## src/rtl/uart_rx_pkg.sv

```systemverilog
// Shared types for the serial receiver.
// Assumes: nothing beyond IEEE 1800-2017.
package uart_rx_pkg;

    // Frame position of the bit engine.
    typedef enum logic [1:0] {
        RX_IDLE  = 2'd0,
        RX_START = 2'd1,
        RX_DATA  = 2'd2,
        RX_STOP  = 2'd3
    } rx_state_e;

    // Two-out-of-three vote over the mid-bit samples.
    function automatic logic maj3(input logic a, input logic b, input logic c);
        return (a & b) | (a & c) | (b & c);
    endfunction

endpackage

```

## src/rtl/rx_line_sync.sv

```systemverilog
// Brings the asynchronous serial line into the clock domain.
// Assumes: STAGES >= 1; the line idles high, so reset fills the chain with ones.
module rx_line_sync #(
    parameter int STAGES = 2
) (
    input  logic clk,
    input  logic rst_n,
    input  logic line_in,
    output logic line_out
);
    logic [STAGES-1:0] chain;

    generate
        if (STAGES == 1) begin : g_single
            // Single register stage.
            always_ff @(posedge clk) begin
                if (!rst_n) chain <= '1;
                else        chain <= line_in;
            end
        end else begin : g_multi
            // Shift the line through the stages.
            always_ff @(posedge clk) begin
                if (!rst_n) chain <= '1;
                else        chain <= {chain[STAGES-2:0], line_in};
            end
        end
    endgenerate

    assign line_out = chain[STAGES-1];
endmodule

```

## src/rtl/rx_bit_engine.sv

```systemverilog
// Oversampling bit engine. It finds a start edge and confirms it at mid-bit,
// then decides each bit by a majority of three mid-bit samples and assembles
// the word LSB first.
// Assumes: tick pulses OSR times per bit; OSR >= 8 and even; the word is
// cleared at every start. 'done' pulses for one cycle after the stop decision.
module rx_bit_engine
    import uart_rx_pkg::*;
#(
    parameter int DATA_W = 8,
    parameter int OSR    = 16
) (
    input  logic              clk,
    input  logic              rst_n,
    input  logic              tick,
    input  logic              rx,
    input  logic              active,
    input  logic              nine_bit,
    output logic              done,
    output logic              stop_ok,
    output logic [DATA_W:0]   word
);
    localparam int CW = $clog2(OSR);
    localparam int IW = $clog2(DATA_W + 1);
    localparam logic [CW-1:0] POS_A   = CW'(OSR / 2 - 1);
    localparam logic [CW-1:0] POS_B   = CW'(OSR / 2);
    localparam logic [CW-1:0] POS_C   = CW'(OSR / 2 + 1);
    localparam logic [CW-1:0] POS_END = CW'(OSR - 1);
    localparam logic [IW-1:0] IDX_LO  = IW'(DATA_W - 1);
    localparam logic [IW-1:0] IDX_HI  = IW'(DATA_W);

    rx_state_e     state;
    logic [CW-1:0] cnt;
    logic [IW-1:0] bit_idx;
    logic [1:0]    hist;
    logic          vote;
    logic [IW-1:0] last_idx;

    // Majority of the two stored samples and the current one.
    assign vote     = maj3(hist[0], hist[1], rx);
    // Index of the final data bit for the selected frame length.
    assign last_idx = nine_bit ? IDX_HI : IDX_LO;

    // Frame sequencing, sampling and word assembly.
    always_ff @(posedge clk) begin
        if (!rst_n) begin
            state   <= RX_IDLE;
            cnt     <= '0;
            bit_idx <= '0;
            hist    <= '0;
            word    <= '0;
            done    <= 1'b0;
            stop_ok <= 1'b0;
        end else if (!active) begin
            state <= RX_IDLE;
            cnt   <= '0;
            done  <= 1'b0;
        end else begin
            done <= 1'b0;
            if (tick) begin
                if (state == RX_IDLE) begin
                    if (!rx) begin
                        state   <= RX_START;
                        cnt     <= CW'(1);
                        word    <= '0;
                        bit_idx <= '0;
                    end
                end else begin
                    cnt <= (cnt == POS_END) ? '0 : cnt + 1'b1;
                    if (cnt == POS_A) hist[0] <= rx;
                    if (cnt == POS_B) hist[1] <= rx;
                    if (cnt == POS_C) begin
                        case (state)
                            RX_START: if (vote) state <= RX_IDLE;
                            RX_DATA:  word[bit_idx] <= vote;
                            RX_STOP: begin
                                done    <= 1'b1;
                                stop_ok <= vote;
                                state   <= RX_IDLE;
                            end
                            default: ;
                        endcase
                    end
                    if (cnt == POS_END) begin
                        case (state)
                            RX_START: begin
                                state   <= RX_DATA;
                                bit_idx <= '0;
                            end
                            RX_DATA: begin
                                if (bit_idx == last_idx) state <= RX_STOP;
                                else                     bit_idx <= bit_idx + 1'b1;
                            end
                            default: ;
                        endcase
                    end
                end
            end
        end
    end
endmodule

```

## src/rtl/rx_word_fifo.sv

```systemverilog
// Small first-in first-out store for received words.
// Assumes: push is already qualified by the caller; pop on empty is ignored;
// push and pop in the same cycle on a full store is allowed.
module rx_word_fifo #(
    parameter int WIDTH = 10,
    parameter int DEPTH = 2
) (
    input  logic             clk,
    input  logic             rst_n,
    input  logic             push,
    input  logic             pop,
    input  logic [WIDTH-1:0] wdata,
    output logic [WIDTH-1:0] rdata,
    output logic             empty,
    output logic             full
);
    localparam int PW   = (DEPTH > 1) ? $clog2(DEPTH) : 1;
    localparam int CNTW = $clog2(DEPTH + 1);
    localparam logic [PW-1:0]   PTR_LAST = PW'(DEPTH - 1);
    localparam logic [CNTW-1:0] CNT_FULL = CNTW'(DEPTH);

    logic [WIDTH-1:0] slots [DEPTH];
    logic [PW-1:0]    wr_ptr, rd_ptr;
    logic [CNTW-1:0]  count;
    logic             do_pop, do_push;

    // Qualify the strobes against the current occupancy.
    assign do_pop  = pop & ~empty;
    assign do_push = push & (~full | do_pop);
    assign empty   = (count == '0);
    assign full    = (count == CNT_FULL);
    assign rdata   = slots[rd_ptr];

    // Pointer and occupancy bookkeeping.
    always_ff @(posedge clk) begin
        if (!rst_n) begin
            wr_ptr <= '0;
            rd_ptr <= '0;
            count  <= '0;
        end else begin
            if (do_push) wr_ptr <= (wr_ptr == PTR_LAST) ? '0 : wr_ptr + 1'b1;
            if (do_pop)  rd_ptr <= (rd_ptr == PTR_LAST) ? '0 : rd_ptr + 1'b1;
            case ({do_push, do_pop})
                2'b10:   count <= count + 1'b1;
                2'b01:   count <= count - 1'b1;
                default: count <= count;
            endcase
        end
    end

    // Storage write; contents are only meaningful while counted.
    always_ff @(posedge clk) begin
        if (!rst_n) begin
            for (int i = 0; i < DEPTH; i++) slots[i] <= '0;
        end else if (do_push) begin
            slots[wr_ptr] <= wdata;
        end
    end
endmodule

```

## src/rtl/uart_addr_rx.sv

```systemverilog
// Asynchronous serial receiver top. It joins the line synchronizer, the bit
// engine and the word FIFO, and adds the address filter, the overrun latch and
// the interrupt gate.
// Assumes: smp_tick comes from an external rate generator at OSR times the bit
// rate; FIFO entry layout is {frame error, ninth bit, data}.
module uart_addr_rx #(
    parameter int DATA_W      = 8,
    parameter int OSR         = 16,
    parameter int FIFO_DEPTH  = 2,
    parameter int SYNC_STAGES = 2
) (
    input  logic              clk,
    input  logic              rst_n,
    input  logic              smp_tick,
    input  logic              rxd,
    input  logic              port_en,
    input  logic              rx_en,
    input  logic              nine_bit_en,
    input  logic              addr_only,
    input  logic              irq_en,
    input  logic              rd_pop,
    output logic [DATA_W-1:0] rd_data,
    output logic              rd_bit9,
    output logic              rx_ready,
    output logic              frame_err,
    output logic              overrun_err,
    output logic              irq
);
    localparam int ENTRY_W = DATA_W + 2;

    logic               rx_s;
    logic               eng_active;
    logic               frm_done;
    logic               frm_stop_ok;
    logic [DATA_W:0]    frm_word;
    logic               frm_keep;
    logic               push_ok;
    logic               pop_eff;
    logic               fifo_full, fifo_empty;
    logic [ENTRY_W-1:0] head;
    logic               ovr_q;

    rx_line_sync #(.STAGES(SYNC_STAGES)) i_sync (
        .clk      (clk),
        .rst_n    (rst_n),
        .line_in  (rxd),
        .line_out (rx_s)
    );

    // The engine runs only while enabled and not stalled by an overrun.
    assign eng_active = port_en & rx_en & ~ovr_q;

    rx_bit_engine #(.DATA_W(DATA_W), .OSR(OSR)) i_engine (
        .clk      (clk),
        .rst_n    (rst_n),
        .tick     (smp_tick),
        .rx       (rx_s),
        .active   (eng_active),
        .nine_bit (nine_bit_en),
        .done     (frm_done),
        .stop_ok  (frm_stop_ok),
        .word     (frm_word)
    );

    // Address filter: in 9-bit address mode keep only frames marked as address.
    assign frm_keep = ~(nine_bit_en & addr_only & ~frm_word[DATA_W]);
    // A pop frees a slot in the same cycle, so a push may then proceed.
    assign pop_eff  = rd_pop & ~fifo_empty;
    assign push_ok  = frm_done & frm_keep & (~fifo_full | pop_eff);

    rx_word_fifo #(.WIDTH(ENTRY_W), .DEPTH(FIFO_DEPTH)) i_fifo (
        .clk   (clk),
        .rst_n (rst_n),
        .push  (push_ok),
        .pop   (rd_pop),
        .wdata ({~frm_stop_ok, frm_word}),
        .rdata (head),
        .empty (fifo_empty),
        .full  (fifo_full)
    );

    // Overrun latch: set on a kept frame with no room, cleared by rx_en low.
    always_ff @(posedge clk) begin
        if (!rst_n)                                        ovr_q <= 1'b0;
        else if (!rx_en)                                   ovr_q <= 1'b0;
        else if (frm_done & frm_keep & fifo_full & ~pop_eff) ovr_q <= 1'b1;
    end

    assign rd_data     = head[DATA_W-1:0];
    assign rd_bit9     = head[DATA_W];
    assign frame_err   = head[DATA_W+1] & ~fifo_empty;
    assign rx_ready    = ~fifo_empty;
    assign overrun_err = ovr_q;
    assign irq         = rx_ready & irq_en;
endmodule

```

## config.mk

```make
export PLATFORM = sky130hd
export DESIGN_NAME = uart_addr_rx
export DESIGN_NICKNAME = d
export VERILOG_FILES = /design/src/rtl/uart_rx_pkg.sv /design/src/rtl/rx_line_sync.sv /design/src/rtl/rx_bit_engine.sv /design/src/rtl/rx_word_fifo.sv /design/src/rtl/uart_addr_rx.sv
export SDC_FILE = /design/constraint.sdc
export NUM_CORES = 1
export LEC_CHECK = 0
export BUFFER_PORTS_ARGS = -buffer_cell sky130_fd_sc_hd__buf_2
export CORE_ASPECT_RATIO = 0.5
export CORE_UTILIZATION = 35
export CTS_CLUSTER_DIAMETER = 120
export DETAILED_ROUTE_END_ITERATION = 7
export PLACE_DENSITY = 0.49
export SLEW_MARGIN = 5
export SYNTH_ARGS = -nofsm -noshare
export SYNTH_HDL_FRONTEND = slang
export SYNTH_SLANG_ARGS = --single-unit
```

## constraint.sdc

```tcl
create_clock -name clk -period 4.5 [get_ports clk]
set_input_delay 0.225 -clock clk [delete_from_list [all_inputs] [get_ports clk]]
set_output_delay 0.225 -clock clk [all_outputs]
set_load 0.02 [all_outputs]
```

==> results of run 1 <==
## how the worst max path moves through the flow
stage	slack, ns	endpoint	cells after the start
3_3_place_gp	2.42	i_engine.bit_idx[1]	6
5_1_grt	2.10	i_engine.bit_idx[1]	6
2_1_floorplan	2.60	i_fifo.slots[0][0]	3
6_report	2.28	i_engine.bit_idx[1]	6
3_5_place_dp	2.31	i_engine.bit_idx[1]	6
4_1_cts	2.28	i_engine.bit_idx[1]	6
## stage by stage
stage               power (W)  instance area [um^2]  instances  setup WS (ns)
CTS                  0.000912                  3090        396           2.28
global placement     0.000540                  2950        388           2.42
floorplan            0.000526                  2750        269           2.60
detailed placement   0.000541                  2950        388           2.31
finish               0.000899                  3090        396           2.28
global route         0.000938                  3090        396           2.10
## logic make-up (layout without fill, tap and decap cells)
group / Yosys count / after routing / synth area share, %
compound gates: 66 / 66 / 18.2
fa+ha+maj: 13 / 13 / 5.92
xor+xnor: 4 / 4 / 1.28
buf+inv: 26 / 45 / 4.05
mux: 17 / 17 / 6.60
flops: 51 / 51 / 44.4
simple gates: 92 / 92 / 19.5
## flip-flops by register name, indices dropped and copies added, names as in the netlist, named ones only
register	flops
i_engine.bit_idx	4
i_engine.cnt	4
i_engine.done	1
i_engine.hist	2
i_engine.state	2
i_engine.stop_ok	1
i_engine.word	9
i_fifo.count	2
i_fifo.rd_ptr	1
i_fifo.slots	20
i_fifo.wr_ptr	1
i_sync.chain	2
overrun_err	1
## cell type report
type / instances / share of cell area (%)
multi-input cells: 192 / 45.8
flip-flops and latches: 51 / 39.5
well taps: 108 / 4.38
clock buffers: 6 / 4.17
repair buffers: 24 / 4.05
inverters: 13 / 1.58
clock inverters: 2 / 0.446
## layer usage
layer	global-route usage (%)	up-vias	wire [um]
li1	-	1028	-
met1	20.3	949	3000
met2	23.5	18	2380
met3	4.05	5	140
met4	4.17	0	43
met5	0	-	0
## cell usage after synthesis, drive strengths merged, types with 2 or more instances
cell | count | area [um^2]
a21boi | 2 | 26.3
a21o | 2 | 15.0
a21oi | 16 | 80.1
a221oi | 2 | 17.5
and2 | 20 | 125
buf | 8 | 43.8
clkbuf | 5 | 18.8
dfxtp | 31 | 621
edfxtp | 20 | 601
ha | 13 | 163
inv | 12 | 45.0
mux2 | 9 | 101
mux2i | 8 | 80.1
nand2 | 13 | 56.3
nand2b | 4 | 25.0
nand3 | 10 | 50.1
nand3b | 5 | 37.5
nand4 | 6 | 37.5
nor2 | 11 | 41.3
nor2b | 3 | 18.8
nor3 | 7 | 45.0
nor3b | 2 | 15.0
nor4 | 3 | 18.8
o211ai | 18 | 154
o21ai | 7 | 35.0
o31ai | 10 | 88.8
xnor2 | 2 | 17.5
xor2 | 2 | 17.5
## power by group
part / total, W / internal (W) / leakage [nW] / switching, W
Sequential: 0.000489 / 0.000486 / 0.452 / 0.00000308
Combinational: 0.0000406 / 0.0000140 / 0.599 / 0.0000266
Clock: 0.000369 / 0.000206 / 0.0708 / 0.000163
Total: 0.000899 / 0.000707 / 1.12 / 0.000192
==> flow_metrics.tcl, run 1 <==
set metrics [dict create \
    synth_area_per_cell_um2 10.2 \
    dr.pass1.iters 4 \
    htree_levels 2 \
    required_ns 4.71 \
    synth.cell_area_mm2 0.00275 \
    final_cell_mix "dfxtp_1 (31), buf_2 (22), and2_1 (20), edfxtp_1 (20)" \
    drt-initial-drc-count 69 \
    first_global_vias 1930 \
    clock_latency_ns 0.29 \
    viasPerCell 5.05 \
    synth_warnings 0 \
    slowest_delay_ns 0.53 \
    cp.arrival_ns 2.43 \
    fmax_mhz 450 \
    multi_input_area_mm2 0.00142 \
    synthFlopType "dfxtp_1" \
    hold_ws_ns 0.113 \
    num_vias 2000 \
    tns_ns 0 \
    start_util_pct 36.8 \
    setup_viol 0 \
    finalCritPeriodShare_pct 49.3 \
    hold_path_depth 2 \
    yosysUniqueCellTypes 55 \
    io_pins 23 \
    cp_max_fo 23 \
    drive_gt1_share_pct 17.0 \
    timing.critical_path.to_type "register" \
    ir_drop_v 0.000141 \
    rrSetupSlack_ns 2.28 \
    route.detailed.drc 0 \
    critPathLaunchType "register" \
    hold_violations 0 \
    r2r_cells 6 \
    hp-class "in -> reg" \
    mostFrequentLayoutCell "dfxtp_1" \
    post_cts_resized 0 \
    regArea_mm2 0.00122 \
    diodes 0 \
    worstSetupPathType "reg -> reg" \
    routedWlPerCell_um 14.0 \
    row_count 22 \
    holdPathEnd "i_sync.chain[0]" \
    startpoint "i_engine.state[0]" \
    ant_nets 0 \
    finish.net_count 310 \
    synth-edff-count 20 \
    slew_headroom_pct 40.5 \
    die-area_mm2 0.00823 \
    numPortBuffers 22 \
    postCtsHoldBufs 0 \
    area_growth_pct 12.4 \
    clk_path_buf_depth 2 \
    rsz0062_at_grt "false" \
    crit_family "compound AO/OA/AOI/OAI gates" \
    grt_pass1_wl_mm 9.66 \
    p_leak_nw 1.12 \
    cts_tree "done" \
    grt_util_all_layers_pct 15.0 \
    grt_start_max_net_pins 36 \
    period_needed_ns 2.22 \
    syn_nets 292 \
    async_flop_share_pct 0 \
    hpwl_mm 4.06 \
    die_w_um 127 \
    rr_endpoint "i_engine.bit_idx[1]" \
    cts-root-buf "clkbuf_16" \
    die_height_um 64.7 \
    finClkSkew_ns 0.00471 \
    clkTransAtPathRegs_ns 0.06 \
    cp_cell_sequence "inv_1 -> ha_1 -> a21boi_4 -> nand2_4 -> o31ai_4 -> mux2i_1" \
    synth_cells 269 \
    cts_sinks 51 \
    routed_wl_mm 5.56 \
    fillers 732 \
    p_per_area_mw_per_mm2 291 \
    status "complete, no violations" \
    grt_antenna_before_repair 0 \
    yosysSeqAreaShare_pct 44.4 \
    tightest_slew_ns 0.893 \
    grt_overflow 0 \
    drv_cap 0 \
    core_mm2 0.00746 \
    hp-start "rxd" \
    cts_made_buffers 5 \
    worstReg2RegStart "i_engine.state[0]" \
    slew_violations 0 \
    utilization_pct 41.4 \
    gp_congestion 0.836 \
    ys_ff_latch 51 \
    cp.buffers_inverters 1 \
    cts_setup_buffers 0 \
    slowest_stage "ha_1" \
]
(Power assumes the default switching activity.)
==> inputs of run 2 (changes only) <==
--- a/config.mk
+++ b/config.mk
@@ -5,12 +5,13 @@
 export SDC_FILE = /design/constraint.sdc
 export NUM_CORES = 1
 export LEC_CHECK = 0
+export ABC_AREA = 1
 export BUFFER_PORTS_ARGS = -buffer_cell sky130_fd_sc_hd__buf_2
 export CORE_ASPECT_RATIO = 0.5
 export CORE_UTILIZATION = 35
 export CTS_CLUSTER_DIAMETER = 120
 export DETAILED_ROUTE_END_ITERATION = 7
-export PLACE_DENSITY = 0.49
+export PLACE_DENSITY = 0.5
 export SLEW_MARGIN = 5
 export SYNTH_ARGS = -nofsm -noshare
 export SYNTH_HDL_FRONTEND = slang
==> constraint.sdc (replaced) <==
create_clock -name clk -period 2.3 [get_ports clk]
set_input_delay 0.115 -clock clk [delete_from_list [all_inputs] [get_ports clk]]
set_output_delay 0.115 -clock clk [all_outputs]
set_load 0.02 [all_outputs]
==> flow_metrics.tcl, run 2 <==
set metrics [dict create \
    routed_wl_mm 5.68 \
    clkTransAtPathRegs_ns 0.07 \
    synth_mux_area_share_pct 0 \
    clk_path_buf_depth 2 \
    rr_endpoint "i_engine.stop_ok" \
    routedWlPerCell_um 12.0 \
    drt-initial-drc-count 115 \
    synth.cell_area_mm2 0.00269 \
    die_w_um 126 \
    ant_nets 0 \
    status "complete, no violations" \
    ir_drop_v 0.000302 \
    tns_ns 0 \
    worstSetupPathType "reg -> reg" \
    cts_sinks 51 \
    critPathLaunchType "register" \
    start_util_pct 36.5 \
    grt_pass1_wl_mm 9.72 \
    synthAdderAreaFrac_pct 6.05 \
    synth.top_cell.area_share_pct 23.1 \
    hold_path_depth 3 \
    fmax_mhz 515 \
    grt_overflow 0 \
    reg_top3 "i_fifo.slots (20), i_engine.word (9)" \
    synth.area.top_cells "dfxtp_1 (23%), edfxtp_1 (22%), nand2_1 (12%), nor2_1 (6.7%), ha_1 (6.0%)" \
    synthFlopType "dfxtp_1" \
    synth-edff-count 20 \
    r2r_cells 8 \
    timing.critical_path.to_type "register" \
    hpwl_mm 4.22 \
    io_pins 23 \
    cts-root-buf "clkbuf_16" \
    die_height_um 64.0 \
    die-area_mm2 0.00806 \
    cts_tree "done" \
    hold_ws_ns 0.0480 \
    hp-start "rx_en" \
    grt_start_max_net_pins 20 \
    synth_compound_area_share_pct 8.98 \
    diodes 0 \
    p_per_area_mw_per_mm2 654 \
    first_global_vias 2122 \
    row_count 22 \
    ys_ff_latch 51 \
    synth_xor_xnor_area_share_pct 0 \
    yosysUniqueCellTypes 31 \
    synthSimpleGateAreaFrac_pct 30.5 \
    period_needed_ns 1.94 \
    mostFrequentLayoutCell "nand2_1" \
    rrSetupSlack_ns 0.36 \
    largest_register_ffs 20 \
    cp_max_fo 13 \
    finClkSkew_ns 0.00307 \
    slew_headroom_pct 70.4 \
    hold_violations 0 \
    route.detailed.drc 0 \
    final_cell_mix "nand2_1 (85), nor2_1 (48), inv_1 (43)" \
    dr.pass1.iters 5 \
    drive_gt1_share_pct 13.7 \
    core_mm2 0.00738 \
    viasPerCell 4.69 \
    synth_top_area_cell "dfxtp_1" \
    holdPathEnd "overrun_err" \
    cts_made_buffers 5 \
    post_cts_resized 0 \
    htree_levels 2 \
    synth_cells 352 \
    synth_top_family_by_area "simple AND/OR/NAND/NOR gates" \
    cp.arrival_ns 2.13 \
    clock_latency_ns 0.29 \
    syn_nets 375 \
    setup_viol 0 \
    slew_violations 0 \
    p_leak_nw 1.30 \
    synth_warnings 0 \
    required_ns 2.48 \
    yosysMostFrequentCell "nand2_1" \
    num_vias 2230 \
    setup_ws_ns 0.357 \
    synth_area_per_cell_um2 7.64 \
    worstReg2RegStart "i_engine.state[0]" \
    finish.net_count 401 \
    gp_congestion 0.812 \
    pre_cts_ws_ns 0.449 \
    hp-class "in -> reg" \
    netlist_top_cells_count "nand2_1 (85), nor2_1 (48), inv_1 (43)" \
    tightest_slew_ns 0.442 \
    top_register "i_fifo.slots" \
    rsz0062_at_grt "false" \
    power_w 0.00203 \
    finalCritPeriodShare_pct 84.5 \
    yosysSeqAreaShare_pct 45.4 \
    numPortBuffers 22 \
    grt_util_all_layers_pct 15.4 \
    async_flop_share_pct 0 \
    area_growth_pct 15.5 \
    grt_antenna_before_repair 0 \
    drv_cap 0 \
]
run 2: changes by cell type after synthesis, moves of 8 or more:
cell      delta
o211ai_1    -16
nand2_1     +73
and2_1      -20
a21oi_1      +9
mux2_2       -9
nor2_1      +37
nand3_1     +15
o31ai_1      -9
nand4_1      +8
mux2i_1      -8
inv_1       +31
run 2: stage by stage:
step	util, %	std cells	cell area [um^2]
2_1_floorplan	-	352	2690
3_3_place_gp	39.3	466	2900
3_5_place_dp	39.3	466	2900
4_1_cts	42.1	475	3110
5_1_grt	42.1	475	3110
6_report	42.1	475	3110
run 2: layer usage:
layer  global-route usage, %  part of all wire, %  vias to the layer above  routed length [um]
met3                    4.19                  3.9                        5                 219
met5                       0                    0                        -                   0
met1                    19.0                   51                      995                2870
met2                    26.2                   45                       33                2540
li1                        -                    -                     1197                   -
met4                    5.12                 0.83                        0                  47
run 2: final cells by class:
| type | count | area, um^2 |
|---|---|---|
| clock buffers | 5 | 125 |
| clock inverters | 3 | 71.3 |
| fillers | 750 | 4270 |
| inverters | 50 | 188 |
| multi-input cells | 242 | 1220 |
| flip-flops and latches | 51 | 1220 |
| well taps | 96 | 120 |
| repair buffers | 28 | 158 |
run 2: cell families (layout without fill, tap and decap cells):
kind of cell	count (synthesis)	in the layout
compound gates	44	44
fa+ha+maj	13	13
simple gates	185	185
flops	51	51
buf+inv	59	86
run 2: repair_timing:
item                      in CTS  in global routing
setup buffers                  0                  0
hold endpoints to repair       1                  0
hold buffers                   1                  0
run 2: worst max path at each step:
stage | from | to | slack, ns
global placement | i_engine.state[0] | i_engine.bit_idx[1] | 0.53
CTS | i_engine.state[0] | i_engine.stop_ok | 0.39
floorplan | i_engine.state[0] | i_engine.word[7] | 0.74
global route | i_engine.state[0] | i_engine.stop_ok | 0.15
detailed placement | i_engine.state[0] | i_engine.stop_ok | 0.45
finish | i_engine.state[0] | i_engine.stop_ok | 0.36
run 2: power breakdown:
part           switching [W]  internal [W]  leakage [nW]
Combinational      0.0000559     0.0000272         0.762
Sequential        0.00000668      0.000956         0.440
Clock               0.000355      0.000631        0.0959
run 2: worst max-delay path, cell delays in order (launching register included):
cell and delay [ns]:
dfxtp_1 0.40, inv_1 0.11, ha_1 0.33, inv_2 0.24, nand2_1 0.14, nor2_1 0.21, nand3_1 0.17, o21ai_1 0.17
a21oi_1 0.06
==> inputs of run 3 (changes only) <==
--- a/config.mk
+++ b/config.mk
@@ -5,13 +5,13 @@
 export SDC_FILE = /design/constraint.sdc
 export NUM_CORES = 1
 export LEC_CHECK = 0
-export ABC_AREA = 1
+export ABC_AREA = 0
 export BUFFER_PORTS_ARGS = -buffer_cell sky130_fd_sc_hd__buf_2
 export CORE_ASPECT_RATIO = 0.5
 export CORE_UTILIZATION = 35
 export CTS_CLUSTER_DIAMETER = 120
 export DETAILED_ROUTE_END_ITERATION = 7
-export PLACE_DENSITY = 0.5
+export PLACE_DENSITY = 0.49
 export SLEW_MARGIN = 5
 export SYNTH_ARGS = -nofsm -noshare
 export SYNTH_HDL_FRONTEND = slang
==> constraint.sdc (replaced) <==
create_clock -name clk -period 1.8 [get_ports clk]
set_input_delay 0.09 -clock clk [delete_from_list [all_inputs] [get_ports clk]]
set_output_delay 0.09 -clock clk [all_outputs]
set_load 0.02 [all_outputs]
==> flow_metrics.tcl, run 3 (synthesis gave the netlist of run 1 again) <==
set metrics [dict create \
    status "complete, no violations" \
    final_cell_mix "dfxtp_1 (30), buf_2 (22), and2_1 (20), edfxtp_1 (20)" \
    setup_viol 0 \
    pre_cts_ws_ns 0.0299 \
    worstSetupPathType "reg -> reg" \
    hpwl_mm 4.16 \
    diodes 0 \
    cp.arrival_ns 1.81 \
    start_util_pct 36.8 \
    cts_sinks 51 \
    slew_headroom_pct 65.9 \
    die_height_um 64.7 \
    mostFrequentLayoutCell "dfxtp_1" \
    htree_levels 2 \
    dr.pass1.iters 4 \
    area_growth_pct 17.5 \
    route.detailed.drc 0 \
    grt_pass1_wl_mm 9.94 \
    finalCritPeriodShare_pct 91.3 \
    setup_ws_ns 0.157 \
    grt_util_all_layers_pct 15.6 \
    required_ns 1.97 \
    gp_congestion 0.753 \
    slew_violations 0 \
    viasPerCell 5.08 \
    routedWlPerCell_um 13.9 \
    slowest_stage "dfxtp_2" \
    grt_antenna_before_repair 0 \
    top_register "i_fifo.slots" \
    p_leak_nw 1.20 \
    finish.net_count 322 \
    routed_wl_mm 5.66 \
    hp-class "in -> reg" \
    drt-initial-drc-count 86 \
    utilization_pct 43.3 \
    num_vias 2069 \
    p_per_area_mw_per_mm2 739 \
    timing.critical_path.to_type "register" \
    finClkSkew_ns 0.00746 \
    grt_start_max_net_pins 35 \
    period_needed_ns 1.64 \
    tightest_slew_ns 0.510 \
    cp_cell_sequence "inv_2 -> ha_2 -> and4_4 -> a21oi_1 -> buf_4 -> o211ai_1 -> mux2i_1" \
    clkTransAtPathRegs_ns 0.07 \
    largest_register_ffs 20 \
    rrSetupSlack_ns 0.16 \
    die-area_mm2 0.00823 \
    cts_made_buffers 5 \
    clock_latency_ns 0.29 \
    grt_overflow 0 \
    ant_nets 0 \
    ir_drop_v 0.000364 \
    drive_gt1_share_pct 22.4 \
    rsz0062_at_grt "false" \
    first_global_vias 2019 \
    hold_violations 0 \
    core_mm2 0.00746 \
    cp_max_fo 8 \
    row_count 22 \
    numPortBuffers 22 \
    drv_cap 0 \
    slowest_delay_ns 0.35 \
    fmax_mhz 609 \
    cts_tree "done" \
    clk_path_buf_depth 2 \
    reg_top3 "i_fifo.slots (20), i_engine.word (9)" \
    critPathLaunchType "register" \
    io_pins 23 \
    cts-root-buf "clkbuf_16" \
    die_w_um 127 \
]
[run 3: per-stage QoR]
step	power (W)	hold WS (ns)	cells	TNS (ns)	instance area [um^2]
after floorplan	0.00132	0.191	269	-1.92	2750
after global placement	0.00135	0.273	398	0	3020
after detailed placement	0.00136	0.273	398	0	3020
after CTS	0.00242	0.0482	406	0	3190
after global routing	0.00248	0.0627	407	0	3230
final	0.00239	0.0556	407	0	3230
[run 3: per-layer routing]
metal	global-route usage, %	vias to the layer above	share of wire (%)
met5	0	-	0
met3	4.62	4	3.4
li1	-	1055	-
met4	4.61	0	0.76
met2	25.5	30	46
met1	20.1	980	50
[run 3: area by class of cell]
type	instances	area [um^2]
flip-flops and latches	51	1220
repair buffers	36	230
fillers	729	4230
well taps	108	135
multi-input cells	192	1430
clock inverters	2	37.5
clock buffers	5	125
inverters	13	48.8
[run 3: power by group]
group / internal [W] / total, W / leakage (nW) / switching, W
sequential: 0.00122 / 0.00122 / 0.453 / 0.00000708
combinational: 0.0000397 / 0.000108 / 0.669 / 0.0000678
clock: 0.000648 / 0.00106 / 0.0759 / 0.000409
total: 0.00190 / 0.00239 / 1.20 / 0.000484
[run 3: timing repair]
item                                    CTS  global route
endpoints found under the hold margin     1             0
buffers inserted                          0             1
endpoints found under the setup margin    0            18
gates resized for setup                   0             8
hold buffers                              1             0
[run 3: critical path: cells and delay by family, from the launching register on]
kind	cells	cell delay, ns
AND/OR/NAND/NOR	1	0.26
multiplexers	1	0.10
buffers and inverters	2	0.23
flip-flops	1	0.35
adder cells (fa/ha/maj)	1	0.33
AO/OA/AOI/OAI	2	0.25
[run 3: worst paths after layout]
kind | start | endpoint | cells after the start
max | i_engine.state[0] | i_engine.bit_idx[2] | 7
min | rx_en | overrun_err | 2
max reg2reg | i_engine.state[0] | i_engine.bit_idx[2] | 7
min reg2reg | i_sync.chain[0] | i_sync.chain[1] | 1
